===== src/rtl/mwb_pkg.sv =====
package mwb_pkg;

    typedef enum logic [1:0] {
        RG_NONE = 2'd0,
        RG_LEG  = 2'd1,
        RG_EXT  = 2'd2
    } region_e;

    typedef enum logic [2:0] {
        ST_IDLE  = 3'd0,
        ST_LEG   = 3'd1,
        ST_XIDX  = 3'd2,
        ST_XDAT  = 3'd3,
        ST_XIDX2 = 3'd4,
        ST_XWR   = 3'd5,
        ST_DONE  = 3'd6
    } state_e;

    localparam logic [1:0] SZ_BYTE = 2'd0;
    localparam logic [1:0] SZ_HALF = 2'd1;

endpackage


===== src/rtl/mwb_decode.sv =====
module mwb_decode
    import mwb_pkg::*;
#(
    parameter int AW        = 12,
    parameter int LEG_BASE  = 'h400,
    parameter int LEG_BYTES = 32,
    parameter int EXT_BASE  = 'h500,
    parameter int EXT_REGS  = 11,
    parameter int XW        = 16
) (
    input  logic          enable,
    input  logic [AW-1:0] offset,
    output region_e       region,
    output logic [AW-1:0] local_off
);
    localparam int LEG_END = LEG_BASE + LEG_BYTES;
    localparam int EXT_END = EXT_BASE + EXT_REGS * (XW / 8);

    always_comb begin
        int o;
        o         = int'(offset);
        region    = RG_NONE;
        local_off = '0;
        if (enable) begin
            if (o >= LEG_BASE && o < LEG_END) begin
                region    = RG_LEG;
                local_off = AW'(o - LEG_BASE);
            end else if (o >= EXT_BASE && o < EXT_END) begin
                region    = RG_EXT;
                local_off = AW'(o - EXT_BASE);
            end
        end
    end

endmodule


===== src/rtl/mwb_lane_merge.sv =====
module mwb_lane_merge #(
    parameter int XW = 16,
    localparam int NL  = XW / 8,
    localparam int LW  = (NL > 1) ? $clog2(NL) : 1
) (
    input  logic [XW-1:0] old_val,
    input  logic [7:0]    byte_in,
    input  logic [LW-1:0] lane,
    output logic [XW-1:0] merged,
    output logic [7:0]    picked
);
    for (genvar g = 0; g < NL; g++) begin : g_lane
        assign merged[8*g +: 8] = (lane == LW'(g)) ? byte_in : old_val[8*g +: 8];
    end

    always_comb begin
        picked = '0;
        for (int i = 0; i < NL; i++) begin
            if (lane == LW'(i)) picked = old_val[8*i +: 8];
        end
    end

endmodule


===== src/rtl/mmio_reg_bridge.sv =====
module mmio_reg_bridge
    import mwb_pkg::*;
#(
    parameter int AW        = 12,
    parameter int DW        = 32,
    parameter int XW        = 16,
    parameter int LEG_BASE  = 'h400,
    parameter int LEG_BYTES = 32,
    parameter int EXT_BASE  = 'h500,
    parameter int EXT_REGS  = 11,
    localparam int LPW = $clog2(LEG_BYTES),
    localparam int NB  = DW / 8,
    localparam int CW  = $clog2(NB),
    localparam int XLW = $clog2(XW / 8)
) (
    input  logic           clk,
    input  logic           rst_n,
    input  logic           cfg_en,
    input  logic           req_valid,
    input  logic           req_write,
    input  logic [1:0]     req_size,
    input  logic [AW-1:0]  req_addr,
    input  logic [DW-1:0]  req_wdata,
    output logic           req_ready,
    output logic [DW-1:0]  rsp_rdata,
    output logic           lp_en,
    output logic           lp_we,
    output logic [LPW-1:0] lp_addr,
    output logic [7:0]     lp_wdata,
    input  logic [7:0]     lp_rdata,
    output logic           ext_en,
    output logic           ext_we,
    output logic           ext_sel,
    output logic [XW-1:0]  ext_wdata,
    input  logic [XW-1:0]  ext_rdata
);

    typedef struct packed {
        state_e        st;
        logic [CW-1:0] cnt;
        logic [CW:0]   nsub;
        logic [AW-1:0] loff;
        logic          wr;
        logic          bytew;
        logic [DW-1:0] wdata;
        logic [DW-1:0] acc;
        logic [XW-1:0] hold;
    } ctx_t;

    ctx_t q, d;

    // request alignment and size
    logic [AW-1:0] aligned;
    logic [CW:0]   nbytes;
    always_comb begin
        case (req_size)
            SZ_BYTE: begin aligned = req_addr;                  nbytes = (CW+1)'(1);  end
            SZ_HALF: begin aligned = req_addr & ~AW'(1);        nbytes = (CW+1)'(2);  end
            default: begin aligned = req_addr & ~AW'(NB - 1);   nbytes = (CW+1)'(NB); end
        endcase
    end

    region_e       dec_region;
    logic [AW-1:0] dec_loff;

    mwb_decode #(
        .AW(AW), .LEG_BASE(LEG_BASE), .LEG_BYTES(LEG_BYTES),
        .EXT_BASE(EXT_BASE), .EXT_REGS(EXT_REGS), .XW(XW)
    ) u_decode (
        .enable   (cfg_en),
        .offset   (aligned),
        .region   (dec_region),
        .local_off(dec_loff)
    );

    // number of halfword transactions, cut at the end of the register file
    logic [CW:0]   ext_nsub;
    logic [AW-1:0] idx0;
    always_comb begin
        idx0     = dec_loff >> XLW;
        ext_nsub = nbytes >> XLW;
        if (ext_nsub == '0) ext_nsub = (CW+1)'(1);
        if (int'(idx0) + int'(ext_nsub) > EXT_REGS)
            ext_nsub = (CW+1)'(EXT_REGS - int'(idx0));
    end

    // per-sub-transaction values
    logic            last;
    logic [LPW-1:0]  leg_addr;
    logic [AW-1:0]   cur_idx;
    logic [7:0]      cur_byte;
    logic [XW-1:0]   cur_half;
    logic [XW-1:0]   merged;
    logic [7:0]      picked;
    logic [XW-1:0]   unused_merge;
    logic [7:0]      unused_pick;

    assign last     = (({1'b0, q.cnt}) + (CW+1)'(1)) == q.nsub;
    assign leg_addr = q.loff[LPW-1:0] + LPW'(q.cnt);
    assign cur_idx  = (q.loff >> XLW) + AW'(q.cnt);
    assign cur_byte = q.wdata[8*q.cnt +: 8];
    assign cur_half = q.wdata[XW*q.cnt +: XW];

    mwb_lane_merge #(.XW(XW)) u_merge (
        .old_val(q.hold),
        .byte_in(q.wdata[7:0]),
        .lane   (q.loff[XLW-1:0]),
        .merged (merged),
        .picked (unused_pick)
    );

    mwb_lane_merge #(.XW(XW)) u_pick (
        .old_val(ext_rdata),
        .byte_in(8'h00),
        .lane   (q.loff[XLW-1:0]),
        .merged (unused_merge),
        .picked (picked)
    );

    always_comb begin
        d         = q;
        lp_en     = 1'b0;
        lp_we     = 1'b0;
        lp_addr   = '0;
        lp_wdata  = '0;
        ext_en    = 1'b0;
        ext_we    = 1'b0;
        ext_sel   = 1'b0;
        ext_wdata = '0;
        req_ready = 1'b0;
        rsp_rdata = '0;

        case (q.st)
            ST_IDLE: begin
                if (req_valid) begin
                    d.cnt   = '0;
                    d.acc   = '0;
                    d.hold  = '0;
                    d.wr    = req_write;
                    d.bytew = (req_size == SZ_BYTE);
                    d.wdata = req_wdata;
                    d.loff  = dec_loff;
                    case (dec_region)
                        RG_LEG: begin
                            d.nsub = nbytes;
                            d.st   = ST_LEG;
                        end
                        RG_EXT: begin
                            d.nsub = ext_nsub;
                            d.st   = ST_XIDX;
                        end
                        default: begin
                            d.nsub = (CW+1)'(1);
                            d.st   = ST_DONE;
                        end
                    endcase
                end
            end

            ST_LEG: begin
                lp_en    = 1'b1;
                lp_we    = q.wr;
                lp_addr  = leg_addr;
                lp_wdata = q.wr ? cur_byte : 8'h00;
                if (!q.wr) d.acc[8*q.cnt +: 8] = lp_rdata;
                if (last) d.st = ST_DONE;
                else      d.cnt = q.cnt + CW'(1);
            end

            ST_XIDX, ST_XIDX2: begin
                ext_en    = 1'b1;
                ext_we    = 1'b1;
                ext_sel   = 1'b0;
                ext_wdata = XW'(cur_idx);
                d.st      = (q.st == ST_XIDX) ? ST_XDAT : ST_XWR;
            end

            ST_XDAT: begin
                ext_en    = 1'b1;
                ext_sel   = 1'b1;
                ext_we    = q.wr && !q.bytew;
                ext_wdata = (q.wr && !q.bytew) ? cur_half : '0;
                if (q.wr && q.bytew) begin
                    d.hold = ext_rdata;
                    d.st   = ST_XIDX2;
                end else begin
                    if (!q.wr) begin
                        if (q.bytew) d.acc[7:0] = picked;
                        else         d.acc[XW*q.cnt +: XW] = ext_rdata;
                    end
                    if (last) begin
                        d.st = ST_DONE;
                    end else begin
                        d.cnt = q.cnt + CW'(1);
                        d.st  = ST_XIDX;
                    end
                end
            end

            ST_XWR: begin
                ext_en    = 1'b1;
                ext_we    = 1'b1;
                ext_sel   = 1'b1;
                ext_wdata = merged;
                d.st      = ST_DONE;
            end

            ST_DONE: begin
                req_ready = 1'b1;
                rsp_rdata = q.acc;
                d.st      = ST_IDLE;
            end

            default: d.st = ST_IDLE;
        endcase
    end

    always_ff @(posedge clk) begin
        if (!rst_n) q <= '0;
        else        q <= d;
    end

endmodule


===== config.mk =====
export PLATFORM = sky130hd
export DESIGN_NAME = mmio_reg_bridge
export DESIGN_NICKNAME = d
export VERILOG_FILES = /design/src/rtl/mwb_pkg.sv /design/src/rtl/mwb_decode.sv /design/src/rtl/mwb_lane_merge.sv /design/src/rtl/mmio_reg_bridge.sv
export SDC_FILE = /design/constraint.sdc
export NUM_CORES = 1
export LEC_CHECK = 0
export BUFFER_PORTS_ARGS = -buffer_cell sky130_fd_sc_hd__buf_2
export CAP_MARGIN = 20
export CORE_MARGIN = 3
export CORE_UTILIZATION = 50
export DETAILED_ROUTE_END_ITERATION = 10
export PLACE_DENSITY = 0.76
export SLEW_MARGIN = 20
export SYNTH_ARGS = -nofsm -noshare
export SYNTH_HDL_FRONTEND = slang
export SYNTH_SLANG_ARGS = --single-unit
export TNS_END_PERCENT = 100

===== constraint.sdc =====
create_clock -name clk -period 3.6 [get_ports clk]
set_input_delay 0 -clock clk [delete_from_list [all_inputs] [get_ports clk]]
set_output_delay 0 -clock clk [all_outputs]
set_load 0.02 [all_outputs]

==> flow_metrics.env <==
export IMPL_status="completed"
export IMPL_grt_overflow=0
export IMPL_p_total_mw=4.056
export IMPL_p_per_area_nw_per_um2=488.6
export IMPL_regMostFlops="q"
export IMPL_die_area_um2=14410
export IMPL_path_max_fanout=5
export IMPL_cts_buffer_depth=2
export IMPL_setup_viol=0
export IMPL_power_leakage_nw=3.409
export IMPL_cp_slowest_cell="dlygate4sd3_1"
export IMPL_drt_wirelength_per_cell_um=17.12
export IMPL_dpl_cell_count=1104
export IMPL_tightestPinTransition_ps=997.1
export IMPL_grtUsageTotal_pct=27.42
export IMPL_period_needed_ps=3426
export IMPL_combinationalPowerShare_pct=39.5
export IMPL_netlist_instances=826
export IMPL_met3_usage_pct=4.194
export IMPL_final_max_slew_violation_count=0
export IMPL_ys_ff_latch=102
export IMPL_fin_nets=1100
export IMPL_hold_viol=0
export IMPL_p_seq_share_pct=36.0
export IMPL_port_buffer_count=141
export IMPL_ant_nets=0
export IMPL_clkPwrFrac_pct=24.5
export IMPL_core_um2=12670
export IMPL_dr_pass1_iters=6
export IMPL_yosysSeqAreaShare_pct=31.40
export IMPL_synthFlopType="dfxtp_1"
export IMPL_grt_pass1_vias=6269
export IMPL_clk_pin_slew_ps=70
export IMPL_synth_top_area_share_pct=31.40
export IMPL_reg2reg_slack_ps=710
export IMPL_clock_sinks=102
export IMPL_num_rows=41
export IMPL_p_sw_share_pct=39.79
export IMPL_fillers=1085
export IMPL_path_cells="dlygate4sd3_1 > buf_2 > or3_4 > a2111oi_4 > buf_4 > a21o_2 > o21a_2 > and2_1 > ha_2 > fa_2 > nand4_1 > a21oi_1 > or2_2 > o22ai_1 > or3_4 > a2111oi_4 > nor3_2"
export IMPL_tritoncts="done"
export IMPL_synth_area_leaders="dfxtp_1 (31%), a21oi_1 (7.6%), nand2_1 (7.3%)"
export IMPL_reg_top3="q x102"
export IMPL_layout_common_cells="buf_2 (141), nand2_1 (127), dfxtp_1 (101)"
export IMPL_routed_wirelength_um=20210
export IMPL_maxCapViolations=0
export IMPL_largest_reg_flops=102
export IMPL_vias=6764
export IMPL_synth_edf_count=0
export IMPL_p_int_mw=2.442
export IMPL_p_switching_mw=1.614
export IMPL_htree_levels=3
export IMPL_globalplace_congestion=0.9280
export IMPL_busiest_layer="met2"
export IMPL_avgSynthCellArea_um2=7.874
export IMPL_fin_crit_sh_pct=95.17
export IMPL_cp_required_ps=3830
export IMPL_cts_buffers=9
export IMPL_drc_errors=0
export IMPL_hp_class="in2reg"
export IMPL_hpwl_um=13900
export IMPL_arrival_ps=3660
export IMPL_crit_family="compound AO/OA/AOI/OAI gates"
export IMPL_diodes=0
export IMPL_area_delta_synth_final_pct=27.65
export IMPL_fmax_mhz=291.9
export IMPL_ys_types=62
export IMPL_drtIter0Drc=637
export IMPL_use_met1_pct=37.14
export IMPL_syn_area_um2=6504
export IMPL_grt_pass1_wl_um=32140
export IMPL_yosys_warnings=0
export IMPL_fin_setup_tns_ps=0
export IMPL_critPathCaptureType="flop"
export IMPL_crit_path_start_kind="input port"
export IMPL_skew_ps=6.343
export IMPL_grt_max_degree=56
export IMPL_root_buffer="clkbuf_16"
export IMPL_relSlewSlack_pct=33.43
export IMPL_drive_gt1_share_pct=21.43
export IMPL_clk_latency_ps=350
export IMPL_initial_utilization_pct=51.33
export IMPL_die_w_um=120.1
export IMPL_final_common_cell="buf_2"
export IMPL_ios=142
export IMPL_yosysTopAreaCell="dfxtp_1"
export IMPL_antenna_found_initial=0
export IMPL_viasPerCell=5.732
export IMPL_vdd_drop_max_mv=0.2935
export IMPL_worstSetupPathType="in2reg"
export IMPL_cp_slowest_stage_delay_ps=520
export IMPL_async_flop_share_pct=0
export IMPL_stdcell_count=1180
export IMPL_die_h_um=120.1
export IMPL_worst_path_buf_inv=3
export IMPL_grt_use_met2_pct=44.85
export IMPL_syn_nets=923
==> power groups by stage <==
stage | registers (mW) | clock network, mW | logic (mW)
global placement | 1.47 | 0 | 1.52
CTS | 1.45 | 1.00 | 1.58
global route | 1.48 | 1.05 | 1.77
detailed placement | 1.48 | 0 | 1.53
floorplan | 1.41 | 0 | 1.17
finish | 1.46 | 0.993 | 1.60
==> cell usage after synthesis (all sizes together), types with 4 or more instances <==
cell	instances
or3	5
o22ai	15
a211oi	5
buf	8
nand3	35
nand2	127
nand4	4
a22o	16
inv	19
nand2b	8
xor2	4
and2	43
o221ai	17
mux2i	40
dfxtp	102
a22oi	24
nor3	6
nor4	4
and3	13
nor2	48
ha	19
a21oi	99
mux4	8
nor2b	30
o21ai	17
clkbuf	52
xnor2	15
a21o	4
==> per-stage QoR <==
step	util, %	hold slack, ps	worst slack (ps)	instance area (um^2)
after global routing	65.52	75.15	-50.66	8302
after CTS	65.19	48.50	12.19	8260
after global placement	58.31	243.8	111.2	7388
after floorplan	-	133.4	50.17	6504
after detailed placement	58.31	246.2	22.96	7388
final	65.52	68.66	173.7	8302
==> path summary, 6_finish.rpt <==
path,to,depth (start not counted),from
hold / removal,q[91],3,req_addr[9]
setup / recovery,q[94],17,req_addr[7]
setup reg to reg,q[30],9,q[101]
hold reg to reg,q[63],2,q[63]
==> logic make-up (layout without fill, tap and decap cells) <==
logic type | count (synthesis) | count (layout) | synth area share [%]
simple gates | 338 | 338 | 25.74
fa+ha+maj | 22 | 22 | 4.579
mux | 50 | 50 | 9.273
buf+inv | 79 | 261 | 4.636
flops | 102 | 102 | 31.40
xor+xnor | 19 | 19 | 2.559
compound gates | 216 | 216 | 21.82
==> worst reg2reg max path, delay by kind of cell (launching register included) <==
kind	cells	cell delay, ps
flip-flops	1	550
AND/OR/NAND/NOR	5	1130
AO/OA/AOI/OAI	2	700
buffers and inverters	2	360
==> repair_timing <==
item / in CTS / in global routing
hold endpoints to repair: 58 / 0
resized for setup: 0 / 5
setup endpoints to repair: 0 / 3
hold buffers: 57 / 0
buffers inserted: 0 / 3
==> metal layers <==
layer / share of wire [%] / up-vias
met5: 0 / -
met4: 2.5 / 0
met1: 44 / 3118
met2: 47 / 311
li1: - / 3295
met3: 6.9 / 40
==> final cells by class <==
class / count / area, um^2 / share of cell area [%]
Multi-Input combinational cell: 645 / 4184 / 50.40
Timing Repair Buffer: 226 / 1486 / 17.91
Clock buffer: 11 / 242.7 / 2.924
Tap cell: 172 / 215.2 / 2.592
Sequential cell: 102 / 2043 / 24.61
Inverter: 19 / 71.32 / 0.8591
Clock inverter: 5 / 58.81 / 0.7084
Power figures use the tool's default switching activity.
